===== src/rtl/smul_pkg.sv =====
package smul_pkg;

   // Form of the conditional two's-complement negation
   typedef enum logic {
      NEG_MUX = 1'b0,   // select between x and 0-x
      NEG_XOR = 1'b1    // invert under mask, then add the mask bit
   } neg_style_e;

endpackage


===== src/rtl/smul_cond_negate.sv =====
module smul_cond_negate
   import smul_pkg::*;
#(
   parameter int         W     = 32,
   parameter neg_style_e STYLE = NEG_XOR
) (
   input  logic [W-1:0] din,
   input  logic         neg,
   output logic [W-1:0] dout
);

   generate
      if (W < 2) begin : g_bad_w
         $error("smul_cond_negate: W must be at least 2");
      end

      if (STYLE == NEG_XOR) begin : g_xor
         logic [W-1:0] mask;
         logic [W-1:0] inc;
         always_comb begin
            mask = {W{neg}};
            inc  = {{(W-1){1'b0}}, neg};
            dout = (din ^ mask) + inc;
         end
      end else begin : g_mux
         always_comb begin
            dout = neg ? (~din + {{(W-1){1'b0}}, 1'b1}) : din;
         end
      end
   endgenerate

endmodule


===== src/rtl/smul_shift_add_core.sv =====
module smul_shift_add_core #(
   parameter int MANT_W = 32
) (
   input  logic                clk,
   input  logic                rst_n,
   input  logic                start,
   input  logic [MANT_W-1:0]   mag_a,
   input  logic [MANT_W-1:0]   mag_b,
   input  logic                neg_in,
   output logic [2*MANT_W-1:0] acc_out,
   output logic                neg_out,
   output logic                done
);

   localparam int PROD_W = 2 * MANT_W;
   localparam int CYC_W  = $clog2(MANT_W + 1) + 1;

   logic [PROD_W-1:0] mcand_q;
   logic [MANT_W-1:0] mplier_q;
   logic [PROD_W-1:0] acc_q;
   logic              loaded_q;
   logic              neg_q;
   logic              mplier_zero;

   assign mplier_zero = (mplier_q == '0);
   assign done        = loaded_q && mplier_zero;
   assign acc_out     = acc_q;
   assign neg_out     = neg_q;

   always_ff @(posedge clk or negedge rst_n) begin
      if (!rst_n) begin
         mcand_q  <= '0;
         mplier_q <= '0;
         acc_q    <= '0;
         loaded_q <= 1'b0;
         neg_q    <= 1'b0;
      end else if (start) begin
         mcand_q  <= {{(PROD_W-MANT_W){1'b0}}, mag_a};
         mplier_q <= mag_b;
         acc_q    <= '0;
         loaded_q <= 1'b1;
         neg_q    <= neg_in;
      end else if (loaded_q && !mplier_zero) begin
         if (mplier_q[0]) begin
            acc_q <= acc_q + mcand_q;
         end
         mcand_q  <= {mcand_q[PROD_W-2:0], 1'b0};
         mplier_q <= {1'b0, mplier_q[MANT_W-1:1]};
      end
   end

   // Cycle count since the load, kept for the latency bound check
   logic [CYC_W-1:0] cyc_q;
   always_ff @(posedge clk or negedge rst_n) begin
      if (!rst_n) begin
         cyc_q <= '0;
      end else if (start) begin
         cyc_q <= '0;
      end else if (loaded_q && !mplier_zero && (cyc_q != '1)) begin
         cyc_q <= cyc_q + 1'b1;
      end
   end


   latency_bound_chk: assert property (@(posedge clk) disable iff (!rst_n)
      (loaded_q && !done && !start) |-> (cyc_q < CYC_W'(MANT_W)));


   result_hold_chk: assert property (@(posedge clk) disable iff (!rst_n)
      (done && !start) |=> (done && $stable(acc_q) && $stable(neg_q)));

endmodule


===== src/rtl/smul_exp_adder.sv =====
module smul_exp_adder #(
   parameter int EXP_W = 8
) (
   input  logic             clk,
   input  logic             rst_n,
   input  logic             start,
   input  logic [EXP_W-1:0] a_exp,
   input  logic [EXP_W-1:0] b_exp,
   output logic [EXP_W-1:0] exp_sum,
   output logic             exp_ok
);

   logic [EXP_W:0]   wide_sum;
   logic             carry;
   logic             ovf;
   logic [EXP_W-1:0] sum_q;
   logic             ok_q;

   always_comb begin
      wide_sum = {1'b0, a_exp} + {1'b0, b_exp};
      carry    = wide_sum[EXP_W];
      ovf      = (a_exp[EXP_W-1] == b_exp[EXP_W-1]) &&
                 (wide_sum[EXP_W-1] != a_exp[EXP_W-1]);
   end

   always_ff @(posedge clk or negedge rst_n) begin
      if (!rst_n) begin
         sum_q <= '0;
         ok_q  <= 1'b1;
      end else if (start) begin
         sum_q <= wide_sum[EXP_W-1:0];
         ok_q  <= !(carry || ovf);
      end
   end

   assign exp_sum = sum_q;
   assign exp_ok  = ok_q;


   no_wrap_chk: assert property (@(posedge clk) disable iff (!rst_n)
      start |=> (!exp_ok || (exp_sum >= $past(a_exp))));

endmodule


===== src/rtl/smul_fp_mult.sv =====
module smul_fp_mult
   import smul_pkg::*;
#(
   parameter int         MANT_W     = 32,
   parameter int         EXP_W      = 8,
   parameter int         PACK_LOW_W = 48,
   parameter neg_style_e NEG_STYLE  = NEG_XOR
) (
   input  logic                        clk,
   input  logic                        rst_n,
   input  logic                        start,
   input  logic [MANT_W-1:0]           a_mant,
   input  logic [MANT_W-1:0]           b_mant,
   input  logic [EXP_W-1:0]            a_exp,
   input  logic [EXP_W-1:0]            b_exp,
   output logic [2*MANT_W-1:0]         product,
   output logic                        done,
   output logic [EXP_W-1:0]            exp_sum,
   output logic                        exp_ok,
   output logic [EXP_W+PACK_LOW_W-1:0] packed_result
);

   localparam int PROD_W = 2 * MANT_W;

   generate
      if (MANT_W < 2) begin : g_bad_mant
         $error("smul_fp_mult: MANT_W must be at least 2");
      end
      if (EXP_W < 2) begin : g_bad_exp
         $error("smul_fp_mult: EXP_W must be at least 2");
      end
      if (PACK_LOW_W < 1 || PACK_LOW_W > PROD_W) begin : g_bad_pack
         $error("smul_fp_mult: PACK_LOW_W must lie in 1..2*MANT_W");
      end
   endgenerate

   logic [MANT_W-1:0] mag_a;
   logic [MANT_W-1:0] mag_b;
   logic [PROD_W-1:0] acc_mag;
   logic              neg_q;
   logic              core_done;

   smul_cond_negate #(.W(MANT_W), .STYLE(NEG_STYLE)) i_abs_a (
      .din  (a_mant),
      .neg  (a_mant[MANT_W-1]),
      .dout (mag_a)
   );

   smul_cond_negate #(.W(MANT_W), .STYLE(NEG_STYLE)) i_abs_b (
      .din  (b_mant),
      .neg  (b_mant[MANT_W-1]),
      .dout (mag_b)
   );

   smul_shift_add_core #(.MANT_W(MANT_W)) i_core (
      .clk     (clk),
      .rst_n   (rst_n),
      .start   (start),
      .mag_a   (mag_a),
      .mag_b   (mag_b),
      .neg_in  (a_mant[MANT_W-1] ^ b_mant[MANT_W-1]),
      .acc_out (acc_mag),
      .neg_out (neg_q),
      .done    (core_done)
   );

   smul_cond_negate #(.W(PROD_W), .STYLE(NEG_STYLE)) i_sign_fix (
      .din  (acc_mag),
      .neg  (neg_q),
      .dout (product)
   );

   smul_exp_adder #(.EXP_W(EXP_W)) i_exp (
      .clk     (clk),
      .rst_n   (rst_n),
      .start   (start),
      .a_exp   (a_exp),
      .b_exp   (b_exp),
      .exp_sum (exp_sum),
      .exp_ok  (exp_ok)
   );

   assign done          = core_done;
   assign packed_result = {exp_sum, product[PACK_LOW_W-1:0]};


   sign_restore_chk: assert property (@(posedge clk) disable iff (!rst_n)
      (done && (product != '0)) |-> (product[PROD_W-1] == neg_q));


   packed_hold_chk: assert property (@(posedge clk) disable iff (!rst_n)
      (done && !start) |=> ($stable(packed_result) && $stable(exp_ok)));

endmodule


===== config.mk =====
export PLATFORM = sky130hd
export DESIGN_NAME = smul_fp_mult
export DESIGN_NICKNAME = d
export VERILOG_FILES = /design/src/rtl/smul_pkg.sv /design/src/rtl/smul_cond_negate.sv /design/src/rtl/smul_shift_add_core.sv /design/src/rtl/smul_exp_adder.sv /design/src/rtl/smul_fp_mult.sv
export SDC_FILE = /design/constraint.sdc
export NUM_CORES = 1
export LEC_CHECK = 0
export CELL_PAD_IN_SITES_DETAIL_PLACEMENT = 1
export CELL_PAD_IN_SITES_GLOBAL_PLACEMENT = 1
export CORE_ASPECT_RATIO = 0.9
export CORE_MARGIN = 3
export CORE_UTILIZATION = 44
export DETAILED_ROUTE_END_ITERATION = 10
export DONT_BUFFER_PORTS = 1
export MAX_ROUTING_LAYER = met4
export PLACE_DENSITY = 0.8
export SLEW_MARGIN = 20
export SYNTH_ARGS = -nofsm -noshare
export SYNTH_HDL_FRONTEND = slang
export SYNTH_HIERARCHICAL = 1
export SYNTH_SLANG_ARGS = --single-unit

===== constraint.sdc =====
create_clock -name clk -period 4 [get_ports clk]
set_input_delay 0.2 -clock clk [delete_from_list [all_inputs] [get_ports clk]]
set_output_delay 0.2 -clock clk [all_outputs]
set_load 0.02 [all_outputs]

==> results of run 1 <==
synthesized netlist by cell type, types with 9 or more instances:
cell      number
o21bai_1      12
and3b_1       10
nand2b_1      37
nor3_1        40
dfrtp_1      170
nor2_1       110
buf_2         27
or3_1         10
and2_1         9
and4b_1       11
o211ai_1      13
buf_4         57
nand4_1       33
a31oi_1       18
ha_1          77
nand2_1      371
o22ai_1       31
or4_1         10
mux2i_1       82
xor2_1        71
nand3b_1      17
inv_1         36
xnor2_1      193
and3_1        16
nor2b_1       34
a21o_1        42
nor3b_1       15
clkbuf_1      92
nor4_1        24
a21oi_1      185
nand3_1       42
or2_2         20
buf_1         19
mux2_2        12
o21ai_0      122
per-layer routing:
metal  vias up  GRT usage  share of wire
met3        79     0.0526          0.058
li1       7802          -              -
met2       441      0.407           0.45
met4         0     0.0694          0.020
met5         -          -              0
met1      8090      0.352           0.47
what timing repair did:
item	CTS	global route
endpoints found under the hold margin	336	171
setup endpoints to repair	0	2
gates resized for setup	0	0
buffers inserted	0	1
through the flow:
step | total power (µW) | cell area [µm²] | cells
after floorplan | 4730 | 18000 | 2275
after global placement | 5040 | 18000 | 2645
after detailed placement | 5130 | 18000 | 2645
after CTS | 6960 | 18800 | 2698
after global routing | 7370 | 18800 | 2699
final | 6970 | 18800 | 2699
power by group through the flow:
stage / registers, µW / clock network [µW] / logic [µW]
2_1_floorplan: 2090 / 0 / 2640
3_3_place_gp: 2280 / 0 / 2760
3_5_place_dp: 2300 / 0 / 2830
4_1_cts: 2270 / 1790 / 2910
5_1_grt: 2300 / 1860 / 3200
6_report: 2270 / 1750 / 2960
cell families after synthesis:
kind of cell / count (synthesis)
xor gates and xnor gates: 264
adders and majority gates: 79
muxes: 96
and+or+nand+nor: 873
buffers and inverters: 239
DFF: 171
AOI/OAI and AO/OA: 553
worst register-to-register path, cell delays in order, from the launching register on:
cell and delay, ns:
dfrtp_1 0.55, ha_1 0.47, a21oi_1 0.30, o21ai_0 0.16, a221oi_1 0.34, a21oi_1 0.12
a21oi_1 0.31, o21ai_1 0.22, and4_1 0.28, o21ai_1 0.18, mux2i_1 0.22, nand2_1 0.07
worst max path at each step:
stage / slack, ns / from / end
after floorplan: 0.05 / i_core/neg_out$_DFFE_PN0P_ / packed_result[38]
final: 0.40 / i_core/neg_out$_DFFE_PN0P_ / product[58]
after CTS: 0.19 / i_core/neg_out$_DFFE_PN0P_ / product[58]
after detailed placement: 0.68 / i_core/neg_out$_DFFE_PN0P_ / product[58]
after global placement: 0.76 / i_core/neg_out$_DFFE_PN0P_ / product[58]
after global routing: 0.19 / i_core/neg_out$_DFFE_PN0P_ / packed_result[47]
state kept, by name (all words and copies together), names as in the netlist:
| register | count |
|---|---|
| i_core/acc_out | 64 |
| i_core/loaded_q | 1 |
| i_core/mcand_q | 64 |
| i_core/mplier_q | 32 |
| i_core/neg_out | 1 |
| i_exp/exp_ok | 1 |
| i_exp/exp_sum | 8 |
cell type report:
| type | count | area, µm² |
|---|---|---|
| clock buffers | 19 | 443 |
| multi-input cells | 1865 | 12600 |
| inverters | 37 | 139 |
| well taps | 532 | 666 |
| fillers | 4866 | 21000 |
| repair buffers | 62 | 598 |
| clock inverters | 13 | 155 |
| flip-flops and latches | 171 | 4280 |
==> flow_metrics.py, run 1 <==
metrics = {
    "yosys": {
        "synth_compound_area_frac": 0.203,
        "synth_top_family_by_area": "simple AND/OR/NAND/NOR gates",
        "syn_avg_cell_area_um2": 7.90,
        "synth_area_um2": 18000,
        "synth_nets": 2437,
        "synth-simple-area-share": 0.254,
        "synthAdderAreaFrac": 0.0558,
        "yosysWarnings": 6,
        "yosys.cell_types.count": 107,
        "synthTopCellsByArea": "dfrtp_1 24%, xnor2_1 9.4%, nand2_1 7.7%",
        "synth_top_area_share": 0.237,
        "synth_seq_cells": 171,
        "yosysSeqAreaShare": 0.238,
        "synth_edf_count": 0,
        "muxShareOfSynthArea": 0.0548,
        "ys.flop_type": "dfrtp_1",
        "yosysTopAreaCell": "dfrtp_1",
        "synth_xor_xnor_area_share": 0.129,
        "synth_cells": 2275,
        "async_reset_ff_frac": 1.00,
    },
    "clocking": {
        "root_buffer": "clkbuf_16",
        "cts-hold-fix-buffers": 21,
        "clock_latency_ns": 0.45,
        "clock-sinks": 171,
        "clkTransAtPathRegs_ns": 0.07,
        "cts_buffer_depth": 2,
        "cts_tree": "done",
        "htreeDepth": 4,
        "cts_inserted_buffers": 17,
    },
    "worst_setup_path": {
        "worstPathMaxFanout": 23,
        "crit_type": "flop to primary output",
        "crit_path_top_delay_cell": "dfrtp_4",
        "worstPathCellList": "buf_4 -> nor3b_2 -> o2bb2a_1 -> or4_1 -> or4_4 -> a211oi_2 -> xnor2_1",
        "slowest_delay_ns": 0.61,
        "path_depth": 7,
        "crit_buf_inv": 1,
        "r2r-end": "i_core/acc_out[60]$_DFFE_PN0P_",
        "critPathCaptureType": "primary output",
        "reg2reg_depth": 11,
        "critPathRequiredTime_ns": 3.80,
        "arrival_ns": 3.40,
        "reg2reg_slack_ns": 0.65,
        "path_delay_family": "simple AND/OR/NAND/NOR gates",
        "start_kind": "flop",
        "timing.rr.start": "i_core/acc_out[21]$_DFFE_PN0P_",
    },
    "die": {
        "core_area_um2": 39900,
        "dieArea_um2": 43300,
        "row_count": 69,
        "start_util": 0.451,
        "io_pins": 213,
        "die_x_um": 219,
        "fp.dieH_um": 198,
    },
    "finish": {
        "area_growth_pct": 4.81,
        "drive_gt1_frac": 0.0872,
        "final_util": 0.472,
        "layout_common_cells": "370 x nand2_1, 191 x xnor2_1, 185 x a21oi_1",
        "final_common_cell": "nand2_1",
        "fin_nets": 2316,
        "antenna_cells": 0,
    },
    "sta": {
        "timing.final.crit_share": 0.900,
        "setup_tns_ns": 0,
        "whs_ns": -0.551,
        "timing.fmax_mhz": 278,
        "fin_crit_ns": 3.60,
        "worst_pin_slew_ns": 1.06,
        "finalSetupViolCount": 0,
        "fin_skew_ns": 0.0179,
        "fin_ws_ns": 0.399,
        "slew_headroom": 0.291,
        "final_max_slew_viol_count": 0,
        "finalHoldViolCount": 171,
        "rsz0062_at_grt": "no",
    },
    "routing": {
        "wire_per_inst_um": 20.9,
        "ant_nets": 0,
        "routed_wl_mm": 56.5,
        "remaining_drc_errors": 0,
        "detail_route.vias_per_cell": 6.08,
        "num_vias": 16400,
        "drt_iter0_drc": 1214,
        "first_pass_iters": 5,
    },
    "place": {
        "post-place-ws_ns": 0.678,
        "finalWeightedCongestion": 0.964,
        "dp_hpwl_mm": 41.6,
        "numPortBuffers": 0,
    },
    "pwr": {
        "pwr-share-comb": 0.424,
        "switching_power_uw": 3040,
        "intPower_uw": 3930,
        "p_clk_frac": 0.251,
        "p_seq_frac": 0.325,
        "peakVddDrop_mv": 0.324,
        "p_leak_uw": 0.00763,
        "swShare": 0.436,
        "powerDensity_nw_per_um2": 370,
    },
    "global_route": {
        "antenna_found_initial": 1,
        "grt_pass1_wl_mm": 90.5,
        "grt_pass1_vias": 16700,
        "overflow": 0,
        "grt_usage": 0.263,
        "grt_max_degree": 234,
    },
    "run": {
        "maxCapViolCount": 0,
    },
    "outcome": {
        "violations": "hold timing",
        "status": "complete, but fails checks",
    },
    "worst_hold_path": {
        "hold_class": "input pin to asynchronous set/reset pin",
    },
}
Note: power is estimated with default switching activity, not from simulation.
==> run 2, diff against run 1 <==
--- a/config.mk
+++ b/config.mk
@@ -13,7 +13,7 @@
 export DETAILED_ROUTE_END_ITERATION = 10
 export DONT_BUFFER_PORTS = 1
 export MAX_ROUTING_LAYER = met4
-export PLACE_DENSITY = 0.8
+export PLACE_DENSITY_LB_ADDON = 0.1
 export SLEW_MARGIN = 20
 export SYNTH_ARGS = -nofsm -noshare
 export SYNTH_HDL_FRONTEND = slang
==> flow_metrics.py, run 2 (same netlist as run 1, synthesis figures left out) <==
metrics = {
    "outcome": {
        "status": "complete, but fails checks",
        "violations": "hold timing",
    },
    "place": {
        "finalWeightedCongestion": 0.889,
        "numPortBuffers": 0,
        "placement.cell_area_um2": 18000,
        "dp_hpwl_mm": 42.2,
        "dpl.cell_count": 2653,
    },
    "routing": {
        "ant_nets": 0,
        "detail_route.vias_per_cell": 5.99,
        "remaining_drc_errors": 0,
        "routed_wl_mm": 56.3,
        "route.met2.wl_mm": 23.7,
        "dr_wl_met3_mm": 2.56,
        "top_layer_used": "met4",
        "num_vias": 16200,
        "drt_iter0_drc": 1117,
        "m1WireLength_mm": 29.4,
        "wire_per_inst_um": 20.8,
        "first_pass_iters": 5,
    },
    "clocking": {
        "clock-sinks": 171,
        "clkTransAtPathRegs_ns": 0.08,
        "htreeDepth": 4,
        "cts-hold-fix-buffers": 23,
        "cts_inserted_buffers": 17,
        "root_buffer": "clkbuf_16",
        "clock_latency_ns": 0.45,
        "cts_tree": "done",
        "cts_buffer_depth": 2,
    },
    "pwr": {
        "peakVddDrop_mv": 0.299,
        "p_leak_uw": 0.00769,
        "powerDensity_nw_per_um2": 370,
    },
    "finish": {
        "area_growth_pct": 5.28,
        "layoutNonFillerInstCount": 2710,
        "drive_gt1_frac": 0.0914,
        "final_common_cell": "nand2_1",
        "fin_nets": 2326,
        "layout_common_cells": "370 x nand2_1, 191 x xnor2_1, 185 x a21oi_1",
        "fin_area_um2": 18900,
    },
    "run": {
        "maxCapViolCount": 0,
    },
    "die": {
        "io_pins": 213,
        "core_area_um2": 39900,
        "die_x_um": 219,
        "fp.dieH_um": 198,
        "row_count": 69,
        "dieArea_um2": 43300,
        "start_util": 0.451,
    },
    "sta": {
        "whs_ns": -0.561,
        "finalHoldViolCount": 171,
        "worst_pin_slew_ns": 1.05,
        "finalSetupViolCount": 0,
        "timing.fmax_mhz": 270,
        "slew_headroom": 0.296,
        "fin_skew_ns": 0.0156,
        "rsz0062_at_grt": "no",
        "setup_tns_ns": 0,
        "final_max_slew_viol_count": 0,
        "timing.final.crit_share": 0.927,
        "fin_crit_ns": 3.71,
    },
    "global_route": {
        "overflow": 0,
        "grt_usage": 0.266,
        "grt_max_degree": 234,
        "grt_pass1_wl_mm": 90.8,
        "antenna_found_initial": 0,
        "grt_pass1_vias": 16200,
    },
    "worst_setup_path": {
        "worstPathCellList": "or4b_2 -> o2bb2ai_1 -> and4_1 -> nand4_1 -> nor3_1 -> xnor2_1",
        "critPathRequiredTime_ns": 3.80,
        "crit_type": "flop to primary output",
        "crit_path_top_delay_cell": "or4b_2",
        "worstPathMaxFanout": 24,
        "path_delay_family": "simple AND/OR/NAND/NOR gates",
        "critPathCaptureType": "primary output",
        "slowest_delay_ns": 0.61,
        "arrival_ns": 3.51,
        "start_kind": "flop",
        "crit_buf_inv": 0,
    },
    "worst_hold_path": {
        "hold_class": "input pin to asynchronous set/reset pin",
    },
}
[run 2: report_power, final]
group / total, µW / internal [µW] / leakage (µW) / switching [µW]
Combinational: 3020 / 1110 / 0.00516 / 1920
Clock: 1730 / 914 / 0.000300 / 818
Sequential: 2250 / 1900 / 0.00223 / 355
[run 2: final cells by class]
type | instances | area, µm²
Antenna cell | 1 | 2.50
Inverter | 37 | 139
Multi-Input combinational cell | 1865 | 12600
Clock inverter | 14 | 171
Timing Repair Buffer | 72 | 661
Tap cell | 532 | 666
Sequential cell | 171 | 4280
Clock buffer | 18 | 439
Fill cell | 4824 | 21000
[run 2: metrics by stage]
stage / total power (µW) / util / setup WS (ns)
6_report: 7010 / 0.474 / 0.294
5_1_grt: 7430 / 0.474 / 0.113
4_1_cts: 7010 / 0.474 / 0.167
3_5_place_dp: 5180 / 0.452 / 0.672
3_3_place_gp: 5130 / 0.452 / 0.735
2_1_floorplan: 4730 / - / 0.0523
[run 2: routing by layer]
metal  GRT usage  up-vias
li1            -     7837
met3      0.0364       42
met5           -        -
met4      0.0482        0
met2       0.383      379
met1       0.399     7978
[run 2: path summary, 6_finish.rpt]
kind | startpoint | endpoint | slack (ns) | cells after the start
min in group clk | a_mant[10] | i_core/mcand_q[10]$_DFFE_PN0P_ | 0.02 | 3
min reg2reg | i_core/mplier_q[31]$_DFFE_PN0P_ | i_core/mplier_q[31]$_DFFE_PN0P_ | 0.55 | 2
min | rst_n | i_core/mcand_q[61]$_DFFE_PN0P_ | -0.56 | 0
max reg2reg | i_core/acc_out[1]$_DFFE_PN0P_ | i_core/acc_out[62]$_DFFE_PN0P_ | 0.62 | 12
max | i_core/neg_out$_DFFE_PN0P_ | product[47] | 0.29 | 6
max in group asynchronous | rst_n | i_exp/exp_ok$_DFFE_PN1P_ | 4.18 | 0
[run 2: worst reg2reg max path, stage by stage, from the launching register on]
cell and delay, ns:
dfrtp_1 0.50, inv_1 0.10, fa_1 0.44, nand2b_1 0.23
a211oi_2 0.29, nor3b_1 0.12, o21ai_1 0.24, nand3_1 0.19
nor3b_1 0.24, or3_1 0.43, nand3_1 0.15, mux2i_1 0.22
o22ai_1 0.09
[run 2: timing repair]
| item | in CTS | in global routing |
|---|---|---|
| hold endpoints to repair | 337 | 171 |
| endpoints found under the setup margin | 0 | 10 |
| setup buffers | 0 | 1 |
| gates resized for setup | 0 | 1 |
==> run 3, diff against run 2 <==
--- a/config.mk
+++ b/config.mk
@@ -6,10 +6,10 @@
 export NUM_CORES = 1
 export LEC_CHECK = 0
 export CELL_PAD_IN_SITES_DETAIL_PLACEMENT = 1
-export CELL_PAD_IN_SITES_GLOBAL_PLACEMENT = 1
+export CELL_PAD_IN_SITES_GLOBAL_PLACEMENT = 2
 export CORE_ASPECT_RATIO = 0.9
 export CORE_MARGIN = 3
-export CORE_UTILIZATION = 44
+export CORE_UTILIZATION = 35
 export DETAILED_ROUTE_END_ITERATION = 10
 export DONT_BUFFER_PORTS = 1
 export MAX_ROUTING_LAYER = met4
==> flow_metrics.py, run 3 (same netlist as run 1, synthesis figures left out) <==
metrics = {
    "outcome": {
        "status": "complete, but fails checks",
        "violations": "hold timing",
    },
    "worst_setup_path": {
        "worstPathMaxFanout": 17,
        "path_delay_family": "simple AND/OR/NAND/NOR gates",
        "reg2reg_slack_ns": 0.59,
        "timing.rr.start": "i_core/acc_out[1]$_DFFE_PN0P_",
        "critPathRequiredTime_ns": 3.80,
        "slowest_delay_ns": 0.60,
        "crit_path_top_delay_cell": "or4b_2",
        "reg2reg_depth": 13,
        "worstPathCellList": "or4b_2 -> o2bb2ai_1 -> and4_1 -> nand4_1 -> nor3_1 -> xnor2_1 -> buf_12",
        "critPathCaptureType": "primary output",
        "crit_type": "flop to primary output",
        "crit_buf_inv": 1,
        "arrival_ns": 3.49,
        "start_kind": "flop",
        "r2r-end": "i_core/acc_out[62]$_DFFE_PN0P_",
    },
    "place": {
        "dp_hpwl_mm": 44.4,
        "numPortBuffers": 0,
        "finalWeightedCongestion": 0.854,
        "post-place-ws_ns": 0.640,
    },
    "finish": {
        "drive_gt1_frac": 0.0977,
        "fin_nets": 2349,
        "fillCellCount": 6197,
        "area_growth_pct": 7.27,
        "antenna_cells": 0,
        "layout_common_cells": "370 x nand2_1, 191 x xnor2_1, 185 x a21oi_1",
        "final_common_cell": "nand2_1",
    },
    "clocking": {
        "clock-sinks": 171,
        "cts-hold-fix-buffers": 30,
        "cts_buffer_depth": 2,
        "cts_tree": "done",
        "clkTransAtPathRegs_ns": 0.08,
        "htreeDepth": 4,
        "clock_latency_ns": 0.48,
        "root_buffer": "clkbuf_16",
        "cts_inserted_buffers": 17,
    },
    "routing": {
        "ant_nets": 0,
        "num_vias": 16100,
        "first_pass_iters": 5,
        "remaining_drc_errors": 0,
        "detail_route.vias_per_cell": 5.58,
        "drt_iter0_drc": 999,
        "wire_per_inst_um": 20.4,
        "routed_wl_mm": 58.7,
    },
    "die": {
        "core_area_um2": 50600,
        "row_count": 78,
        "start_util": 0.356,
        "die_x_um": 245,
        "fp.dieH_um": 221,
        "dieArea_um2": 54100,
        "io_pins": 213,
    },
    "sta": {
        "timing.fmax_mhz": 271,
        "worst_pin_slew_ns": 1.10,
        "timing.final.crit_share": 0.923,
        "slew_headroom": 0.264,
        "fin_skew_ns": 0.0133,
        "finalHoldViolCount": 171,
        "finalSetupViolCount": 0,
        "rsz0062_at_grt": "no",
        "final_max_slew_viol_count": 0,
        "setup_tns_ns": 0,
        "whs_ns": -0.585,
        "fin_crit_ns": 3.69,
        "fin_ws_ns": 0.309,
    },
    "global_route": {
        "antenna_found_initial": 0,
        "overflow": 0,
        "grt_pass1_vias": 16200,
        "grt_usage": 0.220,
        "grt_max_degree": 237,
        "grt_pass1_wl_mm": 93.7,
    },
    "worst_hold_path": {
        "hold_class": "input pin to asynchronous set/reset pin",
    },
    "run": {
        "maxCapViolCount": 0,
    },
    "pwr": {
        "powerDensity_nw_per_um2": 362,
        "p_leak_uw": 0.00778,
        "peakVddDrop_mv": 0.241,
    },
}
run 3: changes by cell type in the layout (fill, tap and decap cells not counted), sizes merged:
cell,previous run,this run
buf,50,66
bufinv,1,0
clkbuf,18,17
clkinv,7,8
clkinvlp,0,2
diode,1,0
dlygate4sd3,22,29
inv,43,42
run 3: metal layers:
| metal | vias up | GRT usage | wire (µm) |
|---|---|---|---|
| met5 | - | - | 0 |
| met4 | 0 | 0.0474 | 679 |
| met3 | 45 | 0.0331 | 2150 |
| met2 | 261 | 0.311 | 24400 |
| met1 | 7873 | 0.330 | 31500 |
| li1 | 7879 | - | - |
run 3: repair_timing:
action | CTS | global route
gates resized for setup | 0 | 1
setup buffers | 0 | 1
endpoints found under the setup margin | 0 | 2
hold endpoints to repair | 339 | 171
run 3: area by class of cell:
type	instances	area, µm²	share of cell area
repair buffers	95	863	0.0448
well taps	680	851	0.0441
clock buffers	17	425	0.0221
flip-flops and latches	171	4280	0.222
clock inverters	15	160	0.00831
multi-input cells	1865	12600	0.651
inverters	37	139	0.00720
run 3: worst max-delay path by stage:
stage                                               from                              to  slack [ns]  cells after the start
after floorplan               i_core/neg_out$_DFFE_PN0P_               packed_result[38]        0.05                     13
after global placement    i_core/acc_out[18]$_DFFE_PN0P_  i_core/acc_out[63]$_DFFE_PN0P_        0.68                     11
after detailed placement  i_core/acc_out[18]$_DFFE_PN0P_  i_core/acc_out[63]$_DFFE_PN0P_        0.64                     11
after CTS                     i_core/neg_out$_DFFE_PN0P_                     product[47]         0.1                      7
after global routing          i_core/neg_out$_DFFE_PN0P_               packed_result[47]        0.05                      7
final                         i_core/neg_out$_DFFE_PN0P_                     product[47]        0.31                      7
run 3: metrics by stage:
| stage | power, µW | std cells | util | hold WS [ns] | cell area (µm²) |
|---|---|---|---|---|---|
| final | 6990 | 2880 | 0.381 | -0.585 | 19300 |
| after global routing | 7470 | 2880 | 0.381 | -0.621 | 19300 |
| after CTS | 7060 | 2879 | 0.381 | -0.635 | 19300 |
| after detailed placement | 5260 | 2817 | 0.363 | -0.0849 | 18400 |
| after global placement | 5230 | 2817 | 0.363 | -0.0861 | 18400 |
| after floorplan | 4730 | 2275 | - | -0.0956 | 18000 |
run 3: report_power, final:
group	switching (µW)	internal, µW
registers	340	1900
logic	1920	1150
clock network	847	829
total	3110	3880
